$ cat src/rtl/idm_pkg.sv
package idm_pkg;

   // Register addresses of the configuration port
   typedef enum logic [2:0] {
      RA_SRC_CMP = 3'd0,
      RA_SRC_MSK = 3'd1,
      RA_TGT_CMP = 3'd2,
      RA_TGT_MSK = 3'd3,
      RA_CTRL    = 3'd4,
      RA_CNT_LO  = 3'd5,
      RA_CNT_HI  = 3'd6,
      RA_CLEAR   = 3'd7
   } idm_reg_e;

   // Channel selector codes
   localparam logic [1:0] CHS_ALL  = 2'b00;
   localparam logic [1:0] CHS_EXT  = 2'b01;
   localparam logic [1:0] CHS_NORM = 2'b10;
   localparam logic [1:0] CHS_EXT2 = 2'b11;

   // Channel tag bit positions
   localparam int TAG_EXT_BIT  = 0;
   localparam int TAG_NORM_BIT = 1;

endpackage

$ cat src/rtl/idm_id_match.sv
module idm_id_match #(
   parameter int ID_W = 11
) (
   input  logic [ID_W-1:0] id_i,
   input  logic [ID_W-1:0] cmp_i,
   input  logic [ID_W-1:0] msk_i,
   output logic            hit_o
);

   logic [ID_W-1:0] bit_ok;

   // one comparator cell per ID bit, bypassed when masked
   for (genvar b = 0; b < ID_W; b++) begin : g_bit
      assign bit_ok[b] = msk_i[b] | ~(id_i[b] ^ cmp_i[b]);
   end

   assign hit_o = &bit_ok;

   // a fully masked ID always matches, an exact ID always matches
   always_comb begin
      p_full_mask_hit_r3 : assert (!(&msk_i) || hit_o);
      p_exact_id_hit_r4  : assert ((id_i != cmp_i) || hit_o);
   end

endmodule

$ cat src/rtl/idm_chan_filter.sv
module idm_chan_filter
   import idm_pkg::*;
#(
   parameter int              CODE_W  = 8,
   parameter logic [CODE_W-1:0] WIN_LO = 8'h47,
   parameter logic [CODE_W-1:0] WIN_HI = 8'h59
) (
   input  logic [CODE_W-1:0] code_i,
   input  logic [1:0]        sel_i,
   input  logic [1:0]        tag_i,
   output logic              pass_o
);

   if (WIN_LO > WIN_HI) begin : g_bad_win
      $error("idm_chan_filter: WIN_LO above WIN_HI");
   end

   logic in_win;
   logic chan_ok;

   assign in_win = (code_i >= WIN_LO) && (code_i <= WIN_HI);

   always_comb begin
      unique case (sel_i)
         CHS_ALL:            chan_ok = 1'b1;
         CHS_NORM:           chan_ok = tag_i[TAG_NORM_BIT];
         CHS_EXT, CHS_EXT2:  chan_ok = tag_i[TAG_EXT_BIT];
         default:            chan_ok = 1'b1;
      endcase
   end

   assign pass_o = !in_win || chan_ok;

   // outside the window the selector never blocks; R5: 2'b00 never blocks
   always_comb begin
      p_outside_window_pass_r6 : assert (in_win || pass_o);
      p_sel_all_pass_r5        : assert ((sel_i != CHS_ALL) || pass_o);
   end

endmodule

$ cat src/rtl/idm_counter.sv
module idm_counter #(
   parameter int CNT_W  = 48,
   parameter int DATA_W = 32
) (
   input  logic              clk,
   input  logic              rst_n,
   input  logic              clr_i,
   input  logic              ld_lo_i,
   input  logic              ld_hi_i,
   input  logic [DATA_W-1:0] ld_data_i,
   input  logic              inc_i,
   output logic [CNT_W-1:0]  cnt_o,
   output logic              ovf_o
);

   localparam int HI_W = CNT_W - DATA_W;

   if (HI_W < 1 || HI_W > DATA_W - 1) begin : g_bad_width
      $error("idm_counter: CNT_W must exceed DATA_W by 1..DATA_W-1 bits");
   end

   logic [CNT_W-1:0] cnt_q;
   logic             ovf_q;

   always_ff @(posedge clk) begin
      if (!rst_n) begin
         cnt_q <= '0;
         ovf_q <= 1'b0;
      end else if (clr_i) begin
         cnt_q <= '0;
         ovf_q <= 1'b0;
      end else if (ld_lo_i || ld_hi_i) begin
         if (ld_lo_i) cnt_q[DATA_W-1:0]     <= ld_data_i;
         if (ld_hi_i) cnt_q[CNT_W-1:DATA_W] <= ld_data_i[HI_W-1:0];
      end else if (inc_i) begin
         cnt_q <= cnt_q + 1'b1;
         if (&cnt_q) ovf_q <= 1'b1;
      end
   end

   assign cnt_o = cnt_q;
   assign ovf_o = ovf_q;

   p_clear_zero_r9 : assert property (@(posedge clk) disable iff (!rst_n)
      clr_i |=> (cnt_q == '0) && !ovf_q);
   p_step_one_r2 : assert property (@(posedge clk) disable iff (!rst_n)
      (inc_i && !clr_i && !ld_lo_i && !ld_hi_i) |=> (cnt_q == $past(cnt_q) + 1'b1));
   p_hold_idle_r2 : assert property (@(posedge clk) disable iff (!rst_n)
      (!inc_i && !clr_i && !ld_lo_i && !ld_hi_i) |=> $stable(cnt_q));
   p_sticky_ovf_r8 : assert property (@(posedge clk) disable iff (!rst_n)
      (ovf_q && !clr_i) |=> ovf_q);
   p_wrap_sets_ovf_r8 : assert property (@(posedge clk) disable iff (!rst_n)
      (inc_i && (&cnt_q) && !clr_i && !ld_lo_i && !ld_hi_i) |=> (ovf_q && cnt_q == '0));

endmodule

$ cat src/rtl/idm_event_counter.sv
module idm_event_counter
   import idm_pkg::*;
#(
   parameter int                ID_W   = 11,
   parameter int                CODE_W = 8,
   parameter int                CNT_W  = 48,
   parameter int                DATA_W = 32,
   parameter logic [CODE_W-1:0] WIN_LO = 8'h47,
   parameter logic [CODE_W-1:0] WIN_HI = 8'h59
) (
   input  logic              clk,
   input  logic              rst_n,
   input  logic              cfg_wr_i,
   input  logic [2:0]        cfg_addr_i,
   input  logic [DATA_W-1:0] cfg_wdata_i,
   input  logic [2:0]        cfg_raddr_i,
   output logic [DATA_W-1:0] cfg_rdata_o,
   input  logic              ev_valid_i,
   input  logic [CODE_W-1:0] ev_code_i,
   input  logic [ID_W-1:0]   ev_src_i,
   input  logic [ID_W-1:0]   ev_tgt_i,
   input  logic [1:0]        ev_chan_i
);

   localparam int HI_W    = CNT_W - DATA_W;
   localparam int CHS_LSB = CODE_W;

   if (ID_W > DATA_W) begin : g_bad_id
      $error("idm_event_counter: ID_W exceeds DATA_W");
   end
   if (CODE_W + 2 > DATA_W) begin : g_bad_code
      $error("idm_event_counter: control field does not fit");
   end

   // ---------------- configuration registers ----------------
   logic [ID_W-1:0]   src_cmp_q, src_msk_q, tgt_cmp_q, tgt_msk_q;
   logic [CODE_W-1:0] sel_code_q;
   logic [1:0]        chan_sel_q;

   logic wr_clr, wr_lo, wr_hi;

   assign wr_clr = cfg_wr_i && (cfg_addr_i == RA_CLEAR) && cfg_wdata_i[0];
   assign wr_lo  = cfg_wr_i && (cfg_addr_i == RA_CNT_LO);
   assign wr_hi  = cfg_wr_i && (cfg_addr_i == RA_CNT_HI);

   always_ff @(posedge clk) begin
      if (!rst_n) begin
         src_cmp_q  <= '0;
         src_msk_q  <= '1;
         tgt_cmp_q  <= '0;
         tgt_msk_q  <= '1;
         sel_code_q <= '0;
         chan_sel_q <= CHS_ALL;
      end else if (cfg_wr_i) begin
         unique case (cfg_addr_i)
            RA_SRC_CMP: src_cmp_q <= cfg_wdata_i[ID_W-1:0];
            RA_SRC_MSK: src_msk_q <= cfg_wdata_i[ID_W-1:0];
            RA_TGT_CMP: tgt_cmp_q <= cfg_wdata_i[ID_W-1:0];
            RA_TGT_MSK: tgt_msk_q <= cfg_wdata_i[ID_W-1:0];
            RA_CTRL: begin
               sel_code_q <= cfg_wdata_i[CODE_W-1:0];
               chan_sel_q <= cfg_wdata_i[CHS_LSB+1:CHS_LSB];
            end
            default: ;
         endcase
      end
   end

   // ---------------- qualification ----------------
   logic src_hit, tgt_hit, chan_pass, code_hit, ev_count;

   idm_id_match #(.ID_W(ID_W)) u_src_match (
      .id_i (ev_src_i),
      .cmp_i(src_cmp_q),
      .msk_i(src_msk_q),
      .hit_o(src_hit)
   );

   idm_id_match #(.ID_W(ID_W)) u_tgt_match (
      .id_i (ev_tgt_i),
      .cmp_i(tgt_cmp_q),
      .msk_i(tgt_msk_q),
      .hit_o(tgt_hit)
   );

   idm_chan_filter #(.CODE_W(CODE_W), .WIN_LO(WIN_LO), .WIN_HI(WIN_HI)) u_chan (
      .code_i(sel_code_q),
      .sel_i (chan_sel_q),
      .tag_i (ev_chan_i),
      .pass_o(chan_pass)
   );

   assign code_hit = (ev_code_i == sel_code_q);
   assign ev_count = ev_valid_i && code_hit && src_hit && tgt_hit && chan_pass;

   // ---------------- counter ----------------
   logic [CNT_W-1:0] cnt;
   logic             ovf;

   idm_counter #(.CNT_W(CNT_W), .DATA_W(DATA_W)) u_cnt (
      .clk      (clk),
      .rst_n    (rst_n),
      .clr_i    (wr_clr),
      .ld_lo_i  (wr_lo),
      .ld_hi_i  (wr_hi),
      .ld_data_i(cfg_wdata_i),
      .inc_i    (ev_count),
      .cnt_o    (cnt),
      .ovf_o    (ovf)
   );

   // ---------------- read mux ----------------
   always_comb begin
      cfg_rdata_o = '0;
      unique case (cfg_raddr_i)
         RA_SRC_CMP: cfg_rdata_o[ID_W-1:0] = src_cmp_q;
         RA_SRC_MSK: cfg_rdata_o[ID_W-1:0] = src_msk_q;
         RA_TGT_CMP: cfg_rdata_o[ID_W-1:0] = tgt_cmp_q;
         RA_TGT_MSK: cfg_rdata_o[ID_W-1:0] = tgt_msk_q;
         RA_CTRL: begin
            cfg_rdata_o[CODE_W-1:0]         = sel_code_q;
            cfg_rdata_o[CHS_LSB+1:CHS_LSB] = chan_sel_q;
         end
         RA_CNT_LO: cfg_rdata_o = cnt[DATA_W-1:0];
         RA_CNT_HI: begin
            cfg_rdata_o[HI_W-1:0]   = cnt[CNT_W-1:DATA_W];
            cfg_rdata_o[DATA_W-1]   = ovf;
         end
         default: cfg_rdata_o = '0;
      endcase
   end

   // a valid event of another code never moves the count
   p_wrong_code_hold_r2 : assert property (@(posedge clk) disable iff (!rst_n)
      (ev_valid_i && !code_hit && !cfg_wr_i) |=> $stable(cnt));
   // reset configuration counts every selected event
   p_open_filters_count_r7 : assert property (@(posedge clk) disable iff (!rst_n)
      (ev_valid_i && code_hit && (&src_msk_q) && (&tgt_msk_q) &&
       chan_sel_q == CHS_ALL && !cfg_wr_i) |=> (cnt == $past(cnt) + 1'b1));

endmodule

$ cat config.mk
export PLATFORM = sky130hd
export DESIGN_NAME = idm_event_counter
export DESIGN_NICKNAME = d
export VERILOG_FILES = /design/src/rtl/idm_pkg.sv /design/src/rtl/idm_id_match.sv /design/src/rtl/idm_chan_filter.sv /design/src/rtl/idm_counter.sv /design/src/rtl/idm_event_counter.sv
export SDC_FILE = /design/constraint.sdc
export NUM_CORES = 1
export LEC_CHECK = 0
export BUFFER_PORTS_ARGS = -buffer_cell sky130_fd_sc_hd__buf_4
export CORE_MARGIN = 10
export CORE_UTILIZATION = 55
export CTS_BUF_LIST = sky130_fd_sc_hd__clkbuf_8
export CTS_CLUSTER_DIAMETER = 120
export DETAILED_ROUTE_END_ITERATION = 8
export PLACE_DENSITY = 0.74
export SLEW_MARGIN = 20
export SYNTH_ARGS = -nofsm -noshare
export SYNTH_HDL_FRONTEND = slang
export SYNTH_SLANG_ARGS = --single-unit
export TNS_END_PERCENT = 100
$ cat constraint.sdc
create_clock -name clk -period 5.5 [get_ports clk]
set_clock_uncertainty 0.15 [all_clocks]
set_input_delay 0.825 -clock clk [delete_from_list [all_inputs] [get_ports clk]]
set_output_delay 0.825 -clock clk [all_outputs]
set_load 0.02 [all_outputs]
==> results.ini, run 1 <==
[critical_path]
cpMostUsedCell = buf_4
cpPeakStageDelay_ns = 0.32
worstPathRequired_ns = 4.53
ff2ff_setup_slack_ns = 2.38
startpoint = cfg_raddr_i[0]
endpoint_kind = primary output
crit-reg2reg-launch = u_cnt.cnt_o[0]
r2r_end = u_cnt.cnt_o[46]
crit_type = input pin to primary output
critical-path-slowest-cell = nor2_2
start_kind = input pin
worstPathArrival_ns = 2.60
crit_path_max_fanout = 25
crit_chain = buf_4, clkinv_1, nor2_2, buf_4, a21oi_1, o221ai_1, buf_4
r2r_cells = 7
setup.worst_path.end = cfg_rdata_o[2]

[cells_and_area]
area_growth_pct = 13.68
fin_nets = 1016
regArea_um2 = 2062
final_cells = 1115
multi_input_area_um2 = 4370
final_util_pct = 63.88
drive_gt1_share_pct = 17.55
nFillCells = 1154

[cts]
cts_made_buffers = 9
holdBufCountCts = 0
h-tree-depth = 3
clock_latency_ns = 0.40
cts_tree = built
clockBufferDepth = 2
post-cts-setup-buffer-count = 0
clk_pin_slew_worst_paths_ns = 0.11
post_cts_resized = 0
clkSinkCount = 103
cts_root_buffer = clkbuf_8

[drt]
drc = 0
drtIter0Drc = 1076
ant_nets = 0
wirelength_mm = 24.71
drt_first_pass_iters = 6
vias = 7467
vias_per_cell = 6.697
wire_per_inst_um = 22.16

[sta]
holdWs_ns = 0.3240
fin_crit_ns = 3.574
fmax_mhz = 279.8
slew_violations = 0
relSlewSlack_pct = 23.35
setup_viol = 0
worstMarginPinSlew_ns = 1.145
fin_crit_sh_pct = 64.97
setup_tns_ns = 0
rsz0062_at_grt = no
hold_viol_final = 0

[power_and_ir_drop]
switching_share_pct = 30.21
powerDensity_nw_per_um2 = 192.8
p_switching_w = 0.0004487
power_frac_seq_pct = 52.2
clockPowerShare_pct = 30.7
p_leak_nw = 2.785
p_comb_share_pct = 17.1
p_int_w = 0.001037
max-vdd-ir-drop_v = 0.0001793

[grt]
grt_use_met1_pct = 38.28
grt_overflow_total = 0
grt_start_max_net_pins = 60
top_usage_layer = met2
antenna_found_initial = 0
grt_pass1_vias = 6863
grt_use_met3_pct = 8.703
use_met2_pct = 42.60
grt_pass1_wl_mm = 37.91
grtUsageTotal_pct = 28.26

[synth]
yosysMostFrequentCell = nand2_1
synth_seq_area_share_pct = 30.42
syn_avg_cell_area_um2 = 7.615
yosysUniqueCellTypes = 67
netlist_area_um2 = 6778
yosys-top-cells-area = dfxtp_1, nand2_1, a21oi_1
async_reset_ff_share_pct = 0
synth_top_area_cell = dfxtp_1
ys_seq_elements = 103
synthCells = 890
synth_ff_type = dfxtp_1
yosys_warnings = 0
synth_common_cells = nand2_1, dfxtp_1, a21oi_1
yosys.area.top_type_share_pct = 30.42
synth_edf_count = 0
synth_nets = 965

[floorplan]
std_cell_rows = 40
pin_count = 106
fp.dieH_um = 131.0
die_area_um2 = 17160
start_util_pct = 56.19
die_w_um = 131.0
core_um2 = 12060

[worst_hold_path]
hold_class = flip-flop to flip-flop

[place]
routabilityCongestion = 0.9846
post-place-cells = 1098
dp_hpwl_mm = 17.33
portBuffers = 105

[job]
maxCapViolations = 0

[outcome]
status = complete, no violations

## placed cells by master (no fill, tap or decap), types with 4 or more instances in the layout
master	count
o31a_1	5
a41oi_1	10
a31oi_1	13
o211ai_1	5
or3_1	4
nor2_1	42
clkbuf_8	10
o221a_2	6
and3_1	37
xnor2_1	29
o221a_1	4
a22o_1	9
nand2_1	185
clkinv_2	4
and4_1	10
nor3_1	7
nand4_1	11
nand3_1	45
o221ai_1	4
inv_1	5
nand2b_1	5
o22ai_1	25
o21ai_0	12
buf_4	115
a21oi_1	62
and2_1	7
mux2i_1	14
o32ai_1	4
dfxtp_1	103
a21boi_0	32
nor2b_1	13
a32o_1	4
a221oi_1	4
nor4_1	6
o32ai_2	12
o31ai_1	8
a22oi_1	20
## sequential cells by signal, summed over array words and instances, names as in the netlist
register	cells
u_cnt.cnt_o	48
chan_sel_q	2
u_cnt.ovf_o	1
src_cmp_q	11
sel_code_q	8
src_msk_q	11
tgt_msk_q	11
tgt_cmp_q	11
## cell families (layout without fill, tap and decap cells)
family,Yosys count,count (layout),synth area share (%)
buffers and inverters,81,137,5.280
XOR/XNOR,31,31,4.006
AO/OA/AOI/OAI,260,260,28.63
multiplexers,20,20,3.563
other,0,1,0
flip-flops,103,103,30.42
adder cells (fa/ha/maj),1,1,0.1846
AND/OR/NAND/NOR,394,394,27.91
## per-layer routing
| layer | up-vias | wire length (µm) |
|---|---|---|
| met5 | - | 0 |
| met4 | 0 | 430 |
| met3 | 46 | 3016 |
| met2 | 460 | 11000 |
| met1 | 3558 | 10260 |
| li1 | 3403 | - |
## critical path: cells and delay by family
| family | cells | cell delay, ns |
|---|---|---|
| buffers and inverters | 4 | 1.07 |
| AND/OR/NAND/NOR | 1 | 0.32 |
| AO/OA/AOI/OAI | 2 | 0.38 |
## through the flow
step                power [W]  area [µm²]  worst slack (ns)
floorplan           0.0009326        6778             2.197
global placement     0.001034        7528             2.045
detailed placement   0.001038        7528             2.035
CTS                  0.001481        7702             2.036
global route         0.001536        7702             1.869
finish               0.001485        7705             1.926
## layout make-up
type / count / area share (%)
Timing Repair Buffer: 115 / 11.20
Inverter: 6 / 0.2923
Multi-Input combinational cell: 706 / 56.72
Clock inverter: 6 / 0.4709
Tap cell: 168 / 2.728
Clock buffer: 10 / 1.786
Sequential cell: 103 / 26.76
Antenna cell: 1 / 0.03248
## worst min-delay path by stage
stage	start	to	slack, ns	depth (start not counted)
5_1_grt	u_cnt.ovf_o	u_cnt.ovf_o	0.35	2
3_3_place_gp	u_cnt.ovf_o	u_cnt.ovf_o	0.29	2
3_5_place_dp	u_cnt.ovf_o	u_cnt.ovf_o	0.31	2
6_report	u_cnt.ovf_o	u_cnt.ovf_o	0.32	2
2_1_floorplan	u_cnt.ovf_o	u_cnt.ovf_o	0.28	2
4_1_cts	u_cnt.ovf_o	u_cnt.ovf_o	0.32	2
## power by group through the flow
stage               Sequential, W  Clock (W)  Combinational (W)
floorplan                0.000786          0           0.000147
global placement         0.000791          0           0.000243
detailed placement       0.000792          0           0.000246
CTS                      0.000775   0.000459           0.000247
global route             0.000777   0.000489           0.000270
finish                   0.000776   0.000456           0.000253
Power figures use the tool's default switching activity.
==> inputs of run 2 (changes only) <==
--- a/config.mk
+++ b/config.mk
@@ -7,11 +7,11 @@
 export LEC_CHECK = 0
 export BUFFER_PORTS_ARGS = -buffer_cell sky130_fd_sc_hd__buf_4
 export CORE_MARGIN = 10
-export CORE_UTILIZATION = 55
+export CORE_UTILIZATION = 54
 export CTS_BUF_LIST = sky130_fd_sc_hd__clkbuf_8
 export CTS_CLUSTER_DIAMETER = 120
 export DETAILED_ROUTE_END_ITERATION = 8
-export PLACE_DENSITY = 0.74
+export PLACE_DENSITY = 0.76
 export SLEW_MARGIN = 20
 export SYNTH_ARGS = -nofsm -noshare
 export SYNTH_HDL_FRONTEND = slang
==> constraint.sdc (replaced) <==
create_clock -name clk -period 3 [get_ports clk]
set_clock_uncertainty 0.15 [all_clocks]
set_input_delay 0.45 -clock clk [delete_from_list [all_inputs] [get_ports clk]]
set_output_delay 0.45 -clock clk [all_outputs]
set_load 0.02 [all_outputs]
==> run 2 against run 1 <==
Clock-buffer cell count is 1 lower. Register-to-register slack worse by 2.0 ns. Power increased by 100%. Clock power increased by 130%. Worst hold slack got worse by 0.16 ns. Core utilization rose by 1.7 points. Wire length shrank 1.5%. Sequential power rose by 83%. Sequential cell count unchanged. Die area grew 1.6%. Cell count increased by 2.2%. Critical path type is now flip-flop to flip-flop. Highest routed layer unchanged.
==> results.ini, run 2 (synthesized netlist as in run 1, its figures left out) <==
[outcome]
status = complete, no violations

[cells_and_area]
area_growth_pct = 17.70
multi_input_area_um2 = 4365
drive_gt1_share_pct = 19.57
nFillCells = 1110
regArea_um2 = 2062
fin_nets = 1042
largest_register_ffs = 48
antenna_cells = 0
layout_common_cells = nand2_1, buf_4, dfxtp_1, a21oi_1, nand3_1
final_common_cell = nand2_1

[power_and_ir_drop]
power_frac_seq_pct = 47.8
p_int_w = 0.002141
p_switching_w = 0.0008285
powerDensity_nw_per_um2 = 372.2
p_comb_share_pct = 16.1
clockPowerShare_pct = 36.1
finalPower_w = 0.002970
max-vdd-ir-drop_v = 0.0004514
p_leak_nw = 2.945
switching_share_pct = 27.90

[cts]
post_cts_resized = 0
cts_root_buffer = clkbuf_8
h-tree-depth = 3
holdBufCountCts = 0
cts_tree = built
clock_latency_ns = 0.41
clk_pin_slew_worst_paths_ns = 0.10
cts_made_buffers = 9
clkSinkCount = 103
post-cts-setup-buffer-count = 0
clockBufferDepth = 2

[critical_path]
critical-path-slowest-cell = and3_1
start_kind = flip-flop
crit_path_max_fanout = 9
worstPathRequired_ns = 3.16
cpMostUsedCell = nand3_1
endpoint_kind = flip-flop
crit_chain = ha_1, nand3_1, nor4_2, and3_1, nand3_1, o31a_1, o32ai_1
crit_type = flip-flop to flip-flop
r2r_cells = 7
cpPeakStageDelay_ns = 0.49
crit-reg2reg-launch = u_cnt.cnt_o[1]
worstPathArrival_ns = 2.75
startpoint = u_cnt.cnt_o[1]
crit_buf_inv = 0
crit_family = simple AND/OR/NAND/NOR gates
ff2ff_setup_slack_ns = 0.41
r2r_end = u_cnt.cnt_o[46]

[sta]
setup_viol = 0
fmax_mhz = 386.5
relSlewSlack_pct = 49.69
slew_violations = 0
rsz0062_at_grt = no
worstMarginPinSlew_ns = 0.7525
setup_tns_ns = 0
fin_crit_sh_pct = 86.24
hold_viol_final = 0
fin_crit_ns = 2.587

[grt]
grt_start_max_net_pins = 52
grtUsageTotal_pct = 26.85
grt_pass1_wl_mm = 38.73
antenna_found_initial = 0
grt_overflow_total = 0
grt_pass1_vias = 7153

[worst_hold_path]
hold_class = input pin to flip-flop
holdPathEnd = tgt_msk_q[8]
whs_path_depth = 2
min_from = rst_n

[floorplan]
pin_count = 106
die_w_um = 132.0
core_um2 = 12160
die_area_um2 = 17430
std_cell_rows = 40
fp.dieH_um = 132.0
start_util_pct = 55.73

[drt]
ant_nets = 0
drtIter0Drc = 1141
drc = 0
drt_first_pass_iters = 8
wirelength_mm = 24.34
vias = 7478
vias_per_cell = 6.565
wire_per_inst_um = 21.37

[place]
dp_hpwl_mm = 17.44
routabilityCongestion = 0.9609
portBuffers = 105

[job]
maxCapViolations = 0

-- run 2: how the worst max path moves through the flow --
stage                                 end  slack, ns  depth (start not counted)
after global routing      u_cnt.cnt_o[46]       0.21                          7
after global placement     cfg_rdata_o[5]       0.46                          7
final                     u_cnt.cnt_o[46]       0.41                          7
after CTS                  cfg_rdata_o[5]       0.45                          6
after detailed placement  u_cnt.cnt_o[31]       0.45                          8
after floorplan           cfg_rdata_o[21]       0.45                          6
-- run 2: per-layer routing --
metal  up-vias  part of all wire [%]  global-route usage [%]
met5         -                     0                       0
met4         0                   2.8                   10.44
met3        60                    12                   7.736
met2       525                    44                   39.87
met1      3447                    41                   35.70
li1       3446                     -                       -
-- run 2: layout make-up --
| cell class | count | area share [%] |
|---|---|---|
| clock inverters | 6 | 1.380 |
| inverters | 6 | 0.2823 |
| well taps | 168 | 2.635 |
| clock buffers | 9 | 1.553 |
| flip-flops and latches | 103 | 25.85 |
| multi-input cells | 706 | 54.72 |
| repair buffers | 141 | 13.58 |
-- run 2: power by group through the flow --
stage | sequential, W | clock, W | combinational (W)
detailed placement | 0.00145 | 0 | 0.000466
global route | 0.00142 | 0.00111 | 0.000513
CTS | 0.00142 | 0.00107 | 0.000468
finish | 0.00142 | 0.00107 | 0.000478
floorplan | 0.00144 | 0 | 0.000270
global placement | 0.00145 | 0 | 0.000464
-- run 2: through the flow --
step | cell area, µm² | setup WS (ns) | hold WS, ns | utilization, % | instances
6_report | 7978 | 0.4129 | 0.1681 | 65.60 | 1139
3_3_place_gp | 7744 | 0.4573 | 0.2847 | 63.67 | 1124
3_5_place_dp | 7744 | 0.4459 | 0.2863 | 63.67 | 1124
4_1_cts | 7978 | 0.4478 | 0.1437 | 65.60 | 1139
5_1_grt | 7978 | 0.2067 | 0.1645 | 65.60 | 1139
2_1_floorplan | 6778 | 0.4471 | 0.2752 | - | 890
